**config.mk**
```make
export PLATFORM = sky130hd
export DESIGN_NAME = prot_reg_unlock
export DESIGN_NICKNAME = d
export VERILOG_FILES = /design/src/rtl/prot_reg_pkg.sv /design/src/rtl/prot_unlock_ctrl.sv /design/src/rtl/prot_reg_bank.sv /design/src/rtl/prot_readback.sv /design/src/rtl/prot_reg_unlock.sv
export SDC_FILE = /design/constraint.sdc
export NUM_CORES = 1
export LEC_CHECK = 0
export BUFFER_PORTS_ARGS = -buffer_cell sky130_fd_sc_hd__clkbuf_2
export CAP_MARGIN = 25
export CORE_UTILIZATION = 25
export CTS_BUF_LIST = sky130_fd_sc_hd__clkbuf_4
export CTS_CLUSTER_DIAMETER = 150
export DETAILED_ROUTE_END_ITERATION = 8
export PLACE_DENSITY_LB_ADDON = 0.15
export SLEW_MARGIN = 25
export SYNTH_ARGS = -nofsm -noshare
export SYNTH_HDL_FRONTEND = slang
export SYNTH_SLANG_ARGS = --single-unit
```
**constraint.sdc**
```tcl
create_clock -name clk_i -period 2.68 [get_ports clk_i]
set_input_delay 0.67 -clock clk_i [delete_from_list [all_inputs] [get_ports clk_i]]
set_output_delay 0.67 -clock clk_i [all_outputs]
set_load 0.01 [all_outputs]
```
**src/rtl/prot_reg_pkg.sv**
```systemverilog
package prot_reg_pkg;
  localparam int AW    = 4;
  localparam int DW    = 8;
  localparam int NPROT = 3;

  localparam logic [AW-1:0] CMD_ADDR  = 4'h0;
  localparam logic [AW-1:0] STAT_ADDR = 4'h1;
  localparam logic [AW-1:0] PROT_BASE = 4'h4;
  localparam int            PERR_BIT  = 0;

  localparam logic [NPROT-1:0][DW-1:0] PROT_RST = {8'hA5, 8'h0F, 8'h00};
endpackage

```
**src/rtl/prot_unlock_ctrl.sv**
```systemverilog
module prot_unlock_ctrl (
  input  logic clk_i,
  input  logic rst_ni,
  input  logic we_i,
  input  logic is_cmd_i,
  input  logic is_prot_i,
  input  logic stat_wr_i,
  input  logic stat_bit_i,
  output logic armed_o,
  output logic perr_o
);
  logic armed_q, perr_q;
  logic perr_set, perr_clr;

  assign perr_set = we_i && is_prot_i && !armed_q;
  assign perr_clr = stat_wr_i && !stat_bit_i;

  always_ff @(posedge clk_i or negedge rst_ni) begin
    if (!rst_ni) begin
      armed_q <= 1'b0;
      perr_q  <= 1'b0;
    end else begin
      // every write consumes the arm; only a command write re-arms
      if (we_i) armed_q <= is_cmd_i;
      if (perr_set)      perr_q <= 1'b1;
      else if (perr_clr) perr_q <= 1'b0;
    end
  end

  assign armed_o = armed_q;
  assign perr_o  = perr_q;


  cmd_arms_chk: assert property (@(posedge clk_i) disable iff (!rst_ni)
    we_i && is_cmd_i |=> armed_o);

  arm_consumed_chk: assert property (@(posedge clk_i) disable iff (!rst_ni)
    we_i && !is_cmd_i |=> !armed_o);

  read_keeps_arm_chk: assert property (@(posedge clk_i) disable iff (!rst_ni)
    !we_i |=> armed_o == $past(armed_o));

  unarmed_err_chk: assert property (@(posedge clk_i) disable iff (!rst_ni)
    we_i && is_prot_i && !armed_o |=> perr_o);

  perr_sticky_chk: assert property (@(posedge clk_i) disable iff (!rst_ni)
    perr_o && !(stat_wr_i && !stat_bit_i) |=> perr_o);
endmodule

```
**src/rtl/prot_reg_bank.sv**
```systemverilog
module prot_reg_bank #(
  parameter int NPROT = prot_reg_pkg::NPROT,
  parameter int DW    = prot_reg_pkg::DW,
  parameter logic [NPROT-1:0][DW-1:0] RST = prot_reg_pkg::PROT_RST
) (
  input  logic                       clk_i,
  input  logic                       rst_ni,
  input  logic [NPROT-1:0]           wr_en_i,
  input  logic [DW-1:0]              wdata_i,
  output logic [NPROT-1:0][DW-1:0]   q_o
);
  for (genvar k = 0; k < NPROT; k++) begin : g_reg
    logic [DW-1:0] q;
    always_ff @(posedge clk_i or negedge rst_ni) begin
      if (!rst_ni)         q <= RST[k];
      else if (wr_en_i[k]) q <= wdata_i;
    end
    assign q_o[k] = q;


    hold_when_blocked_chk: assert property (@(posedge clk_i) disable iff (!rst_ni)
      !wr_en_i[k] |=> $stable(q_o[k]));

    store_when_open_chk: assert property (@(posedge clk_i) disable iff (!rst_ni)
      wr_en_i[k] |=> q_o[k] == $past(wdata_i));
  end


  single_target_chk: assert property (@(posedge clk_i) disable iff (!rst_ni)
    $onehot0(wr_en_i));
endmodule

```
**src/rtl/prot_readback.sv**
```systemverilog
module prot_readback #(
  parameter int AW    = prot_reg_pkg::AW,
  parameter int DW    = prot_reg_pkg::DW,
  parameter int NPROT = prot_reg_pkg::NPROT
) (
  input  logic                     clk_i,
  input  logic                     rst_ni,
  input  logic                     re_i,
  input  logic [AW-1:0]            addr_i,
  input  logic                     perr_i,
  input  logic [NPROT-1:0][DW-1:0] q_i,
  output logic [DW-1:0]            rdata_o
);
  import prot_reg_pkg::*;

  logic [DW-1:0] rd_mux, rdata_q;

  always_comb begin
    rd_mux = '0;
    if (addr_i == STAT_ADDR) rd_mux[PERR_BIT] = perr_i;
    for (int k = 0; k < NPROT; k++) begin
      if (addr_i == PROT_BASE + AW'(k)) rd_mux = q_i[k];
    end
  end

  always_ff @(posedge clk_i or negedge rst_ni) begin
    if (!rst_ni)   rdata_q <= '0;
    else if (re_i) rdata_q <= rd_mux;
  end

  assign rdata_o = rdata_q;


  cmd_reads_zero_chk: assert property (@(posedge clk_i) disable iff (!rst_ni)
    re_i && addr_i == CMD_ADDR |=> rdata_o == '0);

  rdata_hold_chk: assert property (@(posedge clk_i) disable iff (!rst_ni)
    !re_i |=> $stable(rdata_o));
endmodule

```
**src/rtl/prot_reg_unlock.sv**
```systemverilog
module prot_reg_unlock
  import prot_reg_pkg::*;
#(
  parameter int AW    = prot_reg_pkg::AW,
  parameter int DW    = prot_reg_pkg::DW,
  parameter int NPROT = prot_reg_pkg::NPROT
) (
  input  logic          clk_i,
  input  logic          rst_ni,
  input  logic [AW-1:0] addr_i,
  input  logic [DW-1:0] wdata_i,
  input  logic          we_i,
  input  logic          re_i,
  output logic [DW-1:0] rdata_o
);
  logic                     is_cmd, is_stat, is_prot;
  logic [NPROT-1:0]         prot_hit, prot_wr;
  logic                     armed, perr;
  logic [NPROT-1:0][DW-1:0] prot_q;

  assign is_cmd  = (addr_i == CMD_ADDR);
  assign is_stat = (addr_i == STAT_ADDR);

  for (genvar k = 0; k < NPROT; k++) begin : g_dec
    assign prot_hit[k] = (addr_i == PROT_BASE + AW'(k));
    assign prot_wr[k]  = we_i && prot_hit[k] && armed;
  end
  assign is_prot = |prot_hit;

  prot_unlock_ctrl u_ctrl (
    .clk_i      (clk_i),
    .rst_ni     (rst_ni),
    .we_i       (we_i),
    .is_cmd_i   (is_cmd),
    .is_prot_i  (is_prot),
    .stat_wr_i  (we_i && is_stat),
    .stat_bit_i (wdata_i[PERR_BIT]),
    .armed_o    (armed),
    .perr_o     (perr)
  );

  prot_reg_bank #(.NPROT(NPROT), .DW(DW)) u_bank (
    .clk_i   (clk_i),
    .rst_ni  (rst_ni),
    .wr_en_i (prot_wr),
    .wdata_i (wdata_i),
    .q_o     (prot_q)
  );

  prot_readback #(.AW(AW), .DW(DW), .NPROT(NPROT)) u_rb (
    .clk_i   (clk_i),
    .rst_ni  (rst_ni),
    .re_i    (re_i),
    .addr_i  (addr_i),
    .perr_i  (perr),
    .q_i     (prot_q),
    .rdata_o (rdata_o)
  );


  armed_write_no_err_chk: assert property (@(posedge clk_i) disable iff (!rst_ni)
    we_i && is_prot && armed && !perr |=> !perr);
endmodule

```
==> reports/summary.txt <==
Status: finished clean
Yosys Warn Count: 0
# IOs: 24
Clock buffer count from CTS: 5
ANT nets after route: 0
Worst Hold Class: primary input to asynchronous set/reset pin
Synth unique cells: 27
Synth Instances: 115
Fin. max-slew vios: 0
Grt total ovfl: 0
Setup tns final: 0 ns
Commonest non-fill, non-tap cells in the layout: dfrtp_1, mux2_2, clkbuf_2
Largest fanout on the critical path: 8
Reg area: 860.8 µm²
Initial drt markers: 29
CTS tree: yes
Wire length of the first global-routing pass: 5485 µm
RSZ-0062 raised after global routing: false
Initial Util: 26.32%
Max-Cap Viols: 0
Synth top area cells: dfrtp_1, mux2_2, dfstp_2, mux2_4, a22oi_1
Clock latency on the worst-skew pair: 0.33 ns
Crit Path Class: primary input to flop
Die area: 0.006628 mm²
Clock Sinks: 34
LEAKAGE: 0.8524 nW
Fmax: 552.8 MHz
Clock transition at the registers of the reported paths: 0.11 ns
Fill cells: 626
Reg2reg setup slack: 1.02 ns
Max clock buf depth: 2
Final Hold Viols: 0
Final #Nets: 155
Vias in the first global route: 1121
Core ar.: 0.005991 mm²
# H-tree levels: 2
Post-CTS Setup Inserts: 0
Hold slack: 0.4225 ns
Cts repair resizes: 0
Avg Inst Size Synth: 13.71 µm²
Total via count in the routed design: 993
Nature of the critical path startpoint: primary input
WL/cell: 15.56 µm
Synthesized net count: 131
Final setup fails: 0
Sequential share of the synthesized area: 54.60%
Yosys top cell area share: 41.27%
CP arrival: 2.02 ns
Root Driver: clkbuf_4
Gp weighted congestion: 0.6787
Mapped Area: 0.001577 mm²
Hold bufs inserted after CTS: 0
Commonest non-fill, non-tap cell in the layout: dfrtp_1
Power density cells: 529.7 mW/mm²
Largest net degree at the start of global routing: 35
Die width: 81.41 µm
Die height: 81.41 µm
Leading area contributor after synthesis: dfrtp_1
Worst Path Required: 2.89 ns
Worst vdd ir: 0.2956 mV
Remaining DRCs: 0
Vias/cell: 4.619
TritonRoute pass-1 iters: 2
Yosys reg bits: 34
Cell row count: 28
Multi-input gate area: 673.1 µm²
Post-Route WL: 3346 µm
Total track usage: 11.36%
CP Capture Type: flop
Share of cells above drive strength 1: 54.29%
# port buffers: 23
DPL Wire Length: 2270 µm
Worst slew margin: 43.79%
Slew @ Worst Pin: 0.8431 ns
Initial antenna violation count: 0
Skew final: 0.01189 ns
Synth-to-layout area growth: 14.68%
Tmin final: 1.809 ns
Ant diodes: 0
Fraction of the cycle the final worst path needs: 67.51%
path summary, 6_finish.rpt:
path	startpoint	end	cells past startpoint
setup / recovery	addr_i[3]	u_bank.g_reg[0].q[5]$_DFFE_PN0P_	4
hold / removal	rst_ni	u_rb.rdata_o[4]$_DFFE_PN0P_	1
setup reg to reg	u_ctrl.armed_o$_DFFE_PN0P_	u_bank.g_reg[0].q[5]$_DFFE_PN0P_	3
hold reg to reg	u_bank.g_reg[2].q[1]$_DFFE_PN0P_	u_bank.g_reg[2].q[1]$_DFFE_PN0P_	1
max in group asynchronous	rst_ni	u_rb.rdata_o[3]$_DFFE_PN0P_	1
min in group clk_i	u_bank.g_reg[2].q[1]$_DFFE_PN0P_	u_bank.g_reg[2].q[1]$_DFFE_PN0P_	1
report_power, final:
group	internal, W	leakage, nW	switching, W
combinational	0.0000564	0.392	0.0000574
clock	0.000109	0.0331	0.000165
sequential	0.000552	0.427	0.0000179
total	0.000718	0.852	0.000240
synthesized netlist by cell type, drive strengths merged:
master / count
mux2: 32
dfrtp: 26
nor2: 9
a21oi: 8
a22oi: 8
dfstp: 8
buf: 3
clkbuf: 3
inv: 3
nor3b: 3
nand2b: 2
a32o: 1
and4bb: 1
nand3b: 1
nand4b: 1
nor4b: 1
o21ai: 1
o22ai: 1
o41ai: 1
or2: 1
or3: 1
kinds of logic after synthesis:
group / share of synthesized area [%]
flip-flops: 54.60
AND/OR/NAND/NOR: 9.683
AO/OA/AOI/OAI: 8.254
multiplexers: 24.76
buffers and inverters: 2.698
metal layers:
metal  vias up  part of all wire, %  global-route usage [%]
li1        466                    -                       -
met1       499                   49                   14.74
met2        24                   45                   18.00
met3         4                  4.5                   3.333
met4         0                 0.93                   3.750
met5         -                    0                       0
state kept, by name (all words and copies together), names as in the netlist:
signal	count
u_ctrl.perr_o	1
u_ctrl.armed_o	1
u_bank.g.q	24
u_rb.rdata_o	8
critical path, cell delays in order:
cell and delay, ns:
clkbuf_2 0.15, nand4b_4 0.23, or3_1 0.59, mux2_4 0.38
metrics by stage:
stage                     area (µm²)  setup slack [ns]  cells  power (W)  utilization [%]
after global routing            1808            0.8429    215   0.001015            30.18
after CTS                       1808            0.8756    215  0.0009777            30.18
after detailed placement        1754            0.5126    207  0.0006957            29.28
final                           1808            0.8709    215  0.0009576            30.18
after floorplan                 1577            0.9121    115  0.0006430                -
after global placement          1754            0.5502    207  0.0006924            29.28
layout make-up:
cell class                      count  share of cell area, %
Inverter                            3                 0.6228
Sequential cell                    34                  47.61
Timing Repair Buffer               23                  6.367
Clock buffer                        6                  2.491
Tap cell                           75                  5.190
Multi-Input combinational cell     72                  37.23
Clock inverter                      2                 0.4844
No activity file was read; power rests on OpenSTA's default activity.
